===== src/rtl/ctl_latch_pkg.sv =====
package ctl_latch_pkg;

  typedef enum logic {
    MODE_PAR = 1'b0,
    MODE_SER = 1'b1
  } mode_e;

  function automatic mode_e decode_mode(input logic hi, input logic lo);
    return (hi && !lo) ? MODE_SER : MODE_PAR;
  endfunction

endpackage


===== src/rtl/ctl_in_sync.sv =====
module ctl_in_sync #(
  parameter int unsigned W      = 9,
  parameter int unsigned STAGES = 2
) (
  input  logic         clk,
  input  logic         rst_n,
  input  logic [W-1:0] d,
  output logic [W-1:0] q
);

  logic [STAGES-1:0][W-1:0] stg_q;

  always_ff @(posedge clk or negedge rst_n) begin
    if (!rst_n) begin
      stg_q <= '1;
    end else begin
      stg_q[0] <= d;
      for (int s = 1; s < STAGES; s++) begin
        stg_q[s] <= stg_q[s-1];
      end
    end
  end

  assign q = stg_q[STAGES-1];

endmodule


===== src/rtl/ctl_edge_mode.sv =====
module ctl_edge_mode
  import ctl_latch_pkg::*;
(
  input  logic  clk,
  input  logic  rst_n,
  input  logic  ld_s,
  input  logic  sclk_s,
  input  logic  hi_s,
  input  logic  lo_s,
  output logic  ld_fall,
  output logic  sclk_rise,
  output logic  ser_enter,
  output mode_e mode_q
);

  logic  ld_prev_q, sclk_prev_q;
  mode_e mode_d;

  always_comb begin
    mode_d    = decode_mode(hi_s, lo_s);
    ld_fall   = ld_prev_q && !ld_s;
    sclk_rise = !sclk_prev_q && sclk_s;
    ser_enter = (mode_d == MODE_SER) && (mode_q == MODE_PAR);
  end

  always_ff @(posedge clk or negedge rst_n) begin
    if (!rst_n) begin
      ld_prev_q   <= 1'b1;
      sclk_prev_q <= 1'b1;
      mode_q      <= MODE_PAR;
    end else begin
      ld_prev_q   <= ld_s;
      sclk_prev_q <= sclk_s;
      mode_q      <= mode_d;
    end
  end

  // once mode pins show the serial pattern for two cycles, mode is serial
  a_r4_mode_settles: assert property (@(posedge clk) disable iff (!rst_n)
    (hi_s && !lo_s && $past(hi_s && !lo_s)) |-> (mode_q == MODE_SER));

endmodule


===== src/rtl/ctl_ser_shift.sv =====
module ctl_ser_shift #(
  parameter int unsigned W = 8
) (
  input  logic         clk,
  input  logic         rst_n,
  input  logic         clr,
  input  logic         shift_en,
  input  logic         sdat,
  output logic [W-1:0] sh_q
);

  logic [W-1:0] sh_d;

  always_comb begin
    sh_d = sh_q;
    if (clr) begin
      sh_d = '0;
    end else if (shift_en) begin
      sh_d = {sh_q[W-2:0], sdat};
    end
  end

  always_ff @(posedge clk or negedge rst_n) begin
    if (!rst_n) begin
      sh_q <= '0;
    end else begin
      sh_q <= sh_d;
    end
  end

  a_r8_clear_on_entry: assert property (@(posedge clk) disable iff (!rst_n)
    clr |=> (sh_q == '0));

  a_r5_shift_in: assert property (@(posedge clk) disable iff (!rst_n)
    (shift_en && !clr) |=> (sh_q[0] == $past(sdat)) &&
                           (sh_q[W-1:1] == $past(sh_q[W-2:0])));

  a_r9_idle_hold: assert property (@(posedge clk) disable iff (!rst_n)
    (!shift_en && !clr) |=> $stable(sh_q));

endmodule


===== src/rtl/ctl_out_bank.sv =====
module ctl_out_bank
  import ctl_latch_pkg::*;
#(
  parameter int unsigned W = 8
) (
  input  logic         clk,
  input  logic         rst_n,
  input  mode_e        mode,
  input  logic         ld_lvl,
  input  logic         ld_fall,
  input  logic [W-1:0] par_word,
  input  logic [W-1:0] sh_word,
  output logic [W-1:0] word_q
);

  logic         load_en;
  logic [W-1:0] word_d;

  always_comb begin
    load_en = 1'b0;
    word_d  = word_q;
    if (mode == MODE_PAR && ld_lvl) begin
      load_en = 1'b1;
      word_d  = par_word;
    end else if (mode == MODE_SER && ld_fall) begin
      load_en = 1'b1;
      word_d  = sh_word;
    end
  end

  always_ff @(posedge clk or negedge rst_n) begin
    if (!rst_n) begin
      word_q <= '0;
    end else if (load_en) begin
      word_q <= word_d;
    end
  end

  a_r3_par_hold: assert property (@(posedge clk) disable iff (!rst_n)
    (mode == MODE_PAR && !ld_lvl) |=> $stable(word_q));

  a_r6_ser_hold: assert property (@(posedge clk) disable iff (!rst_n)
    (mode == MODE_SER && !ld_fall) |=> $stable(word_q));

  a_r5_ser_transfer: assert property (@(posedge clk) disable iff (!rst_n)
    (mode == MODE_SER && ld_fall) |=> (word_q == $past(sh_word)));

endmodule


===== src/rtl/ctl_word_latch.sv =====
module ctl_word_latch
  import ctl_latch_pkg::*;
#(
  parameter int unsigned DATA_W      = 6,
  parameter int unsigned SYNC_STAGES = 2
) (
  input  logic              clk,
  input  logic              rst_n,
  input  logic              ld_i,
  input  logic [DATA_W-1:0] dat_i,
  input  logic              dir_i,
  input  logic              ptl_i,
  output logic [DATA_W+1:0] word_o
);

  localparam int unsigned WORD_W = DATA_W + 2;
  localparam int unsigned PIN_W  = WORD_W + 1;
  localparam int unsigned IX_LD  = WORD_W;
  localparam int unsigned IX_HI  = WORD_W - 1;
  localparam int unsigned IX_LO  = WORD_W - 2;
  localparam int unsigned IX_SD  = WORD_W - 3;
  localparam int unsigned IX_SC  = WORD_W - 4;

  logic             rst_meta_q, rst_sync_q;
  logic [PIN_W-1:0] pins_raw, pins_s;
  logic             ld_fall, sclk_rise, ser_enter;
  mode_e            mode_q;
  logic             shift_en;
  logic [WORD_W-1:0] sh_word;

  always_ff @(posedge clk or negedge rst_n) begin
    if (!rst_n) begin
      rst_meta_q <= 1'b0;
      rst_sync_q <= 1'b0;
    end else begin
      rst_meta_q <= 1'b1;
      rst_sync_q <= rst_meta_q;
    end
  end

  assign pins_raw = {ld_i, dat_i, dir_i, ptl_i};

  ctl_in_sync #(.W(PIN_W), .STAGES(SYNC_STAGES)) u_sync (
    .clk   (clk),
    .rst_n (rst_sync_q),
    .d     (pins_raw),
    .q     (pins_s)
  );

  ctl_edge_mode u_edge (
    .clk       (clk),
    .rst_n     (rst_sync_q),
    .ld_s      (pins_s[IX_LD]),
    .sclk_s    (pins_s[IX_SC]),
    .hi_s      (pins_s[IX_HI]),
    .lo_s      (pins_s[IX_LO]),
    .ld_fall   (ld_fall),
    .sclk_rise (sclk_rise),
    .ser_enter (ser_enter),
    .mode_q    (mode_q)
  );

  assign shift_en = (mode_q == MODE_SER) && sclk_rise;

  ctl_ser_shift #(.W(WORD_W)) u_shift (
    .clk      (clk),
    .rst_n    (rst_sync_q),
    .clr      (ser_enter),
    .shift_en (shift_en),
    .sdat     (pins_s[IX_SD]),
    .sh_q     (sh_word)
  );

  ctl_out_bank #(.W(WORD_W)) u_out (
    .clk      (clk),
    .rst_n    (rst_sync_q),
    .mode     (mode_q),
    .ld_lvl   (pins_s[IX_LD]),
    .ld_fall  (ld_fall),
    .par_word (pins_s[WORD_W-1:0]),
    .sh_word  (sh_word),
    .word_q   (word_o)
  );

  // outputs are zero whenever the external reset is asserted
  always_comb begin
    if (!rst_n) begin
      a_r1_reset_zero: assert (word_o == '0);
    end
  end

endmodule


===== config.mk =====
export PLATFORM = sky130hd
export DESIGN_NAME = ctl_word_latch
export DESIGN_NICKNAME = d
export VERILOG_FILES = /design/src/rtl/ctl_latch_pkg.sv /design/src/rtl/ctl_in_sync.sv /design/src/rtl/ctl_edge_mode.sv /design/src/rtl/ctl_ser_shift.sv /design/src/rtl/ctl_out_bank.sv /design/src/rtl/ctl_word_latch.sv
export SDC_FILE = /design/constraint.sdc
export NUM_CORES = 1
export LEC_CHECK = 0
export BUFFER_PORTS_ARGS = -buffer_cell sky130_fd_sc_hd__buf_2
export CORE_ASPECT_RATIO = 0.5
export CORE_UTILIZATION = 45
export CTS_CLUSTER_SIZE = 25
export DETAILED_ROUTE_END_ITERATION = 6
export PLACE_DENSITY = 0.77
export SYNTH_ARGS = -nofsm -noshare
export SYNTH_HDL_FRONTEND = slang
export SYNTH_HIERARCHICAL = 1
export SYNTH_SLANG_ARGS = --single-unit

===== constraint.sdc =====
create_clock -name clk -period 1.45 [get_ports clk]
set_input_delay 0.29 -clock clk [delete_from_list [all_inputs] [get_ports clk]]
set_output_delay 0.29 -clock clk [all_outputs]
set_load 0.01 [all_outputs]

==> run summary <==
status -> completed
DRC -> 0
RSZ-0062 raised after global routing -> false
chip height -> 42.86 um
internal power -> 0.001621 W
dpl cell area -> 1603 um2
Comb power frac -> 9.6%
number of I/O port buffers -> 18
die area -> 3588 um2
worst-case reg-to-reg path depth -> 5
gp weighted congestion -> 0.7284
# H-tree levels -> 2
critical path class -> reg -> reg
Total GRT Usage -> 13.77%
cell taking the most area after synthesis -> dfstp_2
fin crit share -> 94.05%
Detail Route Antenna Nets -> 0
CTS tree -> built
final instance area -> 1694 um2
Final HPWL DP -> 1453 um
total negative setup slack -> 0 ns
Worst-path clk slew -> 0.07 ns
clk root buf -> clkbuf_8
crit path max-delay cell type -> dfstp_2
CP Capture Type -> register
share of cells above drive strength 1 -> 43.22%
Area growth, synth to finish -> 12.74%
# diodes -> 0
Leakage -> 0.7695 nW
RR Endpoint -> u_shift/sh_q[6]$_DFFE_PN0P_
critical path capture point -> u_shift/sh_q[6]$_DFFE_PN0P_
worst endpoint required time -> 1.62 ns
Clock Skew -> 0.008722 ns
FF+latch count, synth -> 39
post-CTS setup buffers -> 0
CTS max path bufs -> 2
vias -> 743
crit start category -> register
CP max FO -> 8
Max VDD drop -> 0.0007354 V
worst setup margin -> 0.08635 ns
most common cell after layout, fill and taps aside -> mux2i_1
Final Hold Vio Count -> 0
Final min period -> 1.364 ns
Net Sw Frac -> 22.61%
DP Worst Slack -> 0.09103 ns
max frequency -> 733.3 MHz
CP arrival -> 1.53 ns
Synth Net Count -> 110
Routed WL -> 2152 um
core area -> 3083 um2
Post-Syn Instances -> 99
cts-stage hold buffer count -> 1
post-synthesis cell type count -> 12
Site Rows -> 14
number of global-route vias before repair -> 792
routed length per placed instance -> 13.62 um
I/O Pins -> 19
initial antenna violation count -> 0
share of total power in sequential cells -> 58.8%
clock power share -> 31.7%
post-cts resize count -> 0
hold crit path type -> in -> reg
total congestion overflow -> 0
post-synthesis sequential area ratio -> 66.61%
top post-synthesis cells by area -> dfstp_2 (35%), dfrtp_1 (32%), mux2i_1 (21%)
Num CTS Buffers -> 5
first-pass GRT wire length -> 3636 um
final setup violation count -> 0
filler cell count -> 254
highest-count cells in the layout ignoring fill and taps -> mux2i_1 (32), dfstp_2 (20), dfrtp_1 (19)
clock latency on the worst-skew pair -> 0.28 ns
largest net degree at the start of global routing -> 34
MaxCap Viol Count -> 0
post-synth top area share -> 34.97%
warnings from Yosys -> 6
Iteration-0 DRC Markers -> 47
Avg Cell Area, Syn -> 15.18 um2
TritonCTS Sinks -> 39
Post-Syn Area -> 1503 um2
crit-path max cell delay -> 0.54 ns
Pwr Density -> 1236 nW/um2
worst-path cell chain -> nor2b_1 > and2_1 > buf_12 > mux2i_1 > nor2_1
via/cell ratio -> 4.703
Final #Nets -> 128
Pins Over Slew Limit -> 0
DR pass1 iterations -> 2
Hold Slack -> 0.1042 ns
flop-to-flop setup slack -> 0.09 ns
starting density of the core -> 48.74%
sw power -> 0.0004735 W
Die W -> 83.72 um
worst r2r src -> u_sync/q[4]$_DFF_PN1_
Setup crit start -> u_sync/q[4]$_DFF_PN1_
[cell usage after synthesis]
| cell type | instances |
|---|---|
| and2_1 | 1 |
| mux2i_1 | 32 |
| buf_2 | 1 |
| buf_1 | 1 |
| conb_1 | 1 |
| nor2b_1 | 3 |
| nor2_1 | 8 |
| dfrtp_1 | 19 |
| buf_6 | 3 |
| dfstp_2 | 20 |
| buf_4 | 9 |
| nor3b_2 | 1 |
[cell families (layout without fill, tap and decap cells)]
group	count (synthesis)	count (layout)	synth area share, %
buffers and inverters	14	33	7.326
flip-flops	39	39	66.61
multiplexers	32	32	21.32
other	1	1	0.2496
AND/OR/NAND/NOR	13	13	4.497
[registers in the layout, indices dropped and copies added (netlist names)]
name and count:
u_edge/sclk_prev_q 1, rst_sync_q 1, u_out/word_q 8, u_shift/sh_q 8, u_sync/q 9, u_sync/stg_q 9, u_edge/mode_q 1, u_edge/ld_prev_q 1
rst_meta_q 1
[worst max-delay path, delay by kind of cell, from the launching register on]
family,cells,cell delay [ns]
flops,1,0.54
buf+inv,1,0.15
mux,1,0.21
simple gates,3,0.36
[area by class of cell]
cell class | instances | area [um2] | share of cell area (%)
flip-flops and latches | 39 | 1001 | 59.08
multi-input cells | 46 | 391.6 | 23.12
repair buffers | 25 | 170.2 | 10.04
clock buffers | 7 | 76.32 | 4.505
well taps | 40 | 50.05 | 2.954
clock inverters | 1 | 5.005 | 0.2954
[metrics by stage]
step                util, %  total power, W  cells
CTS                   54.95        0.002135    158
floorplan                 -        0.001380     99
finish                54.95        0.002094    158
global route          54.95        0.002211    158
detailed placement    51.99        0.001451    149
global placement      51.99        0.001442    149
[metal layers]
layer  vias to the layer above  GRT usage (%)  routed length [um]
met5                         -              0                   0
met4                         0          4.068                   9
met3                         2          4.864                  75
met2                        14          21.63                 970
met1                       372          18.30                1096
li1                        355              -                   -
[power by group through the flow]
stage | clock network (W) | logic (W) | registers (W)
6_report | 0.000663 | 0.000200 | 0.00123
5_1_grt | 0.000747 | 0.000222 | 0.00124
4_1_cts | 0.000699 | 0.000204 | 0.00123
3_5_place_dp | 0 | 0.000202 | 0.00125
3_3_place_gp | 0 | 0.000196 | 0.00125
2_1_floorplan | 0 | 0.000118 | 0.00126
[worst min path at each step]
| stage | end | cells after the start | start |
|---|---|---|---|
| after detailed placement | rst_sync_q$_DFF_PN0_ | 1 | rst_n |
| final | u_sync/stg_q[4]$_DFF_PN1_ | 1 | dat_i[2] |
| after floorplan | rst_meta_q$_DFF_PN0_ | 0 | rst_n |
| after global routing | u_sync/stg_q[4]$_DFF_PN1_ | 1 | dat_i[2] |
| after CTS | u_sync/stg_q[4]$_DFF_PN1_ | 1 | dat_i[2] |
| after global placement | rst_meta_q$_DFF_PN0_ | 1 | rst_n |
No activity file was read; power rests on OpenSTA's default activity.
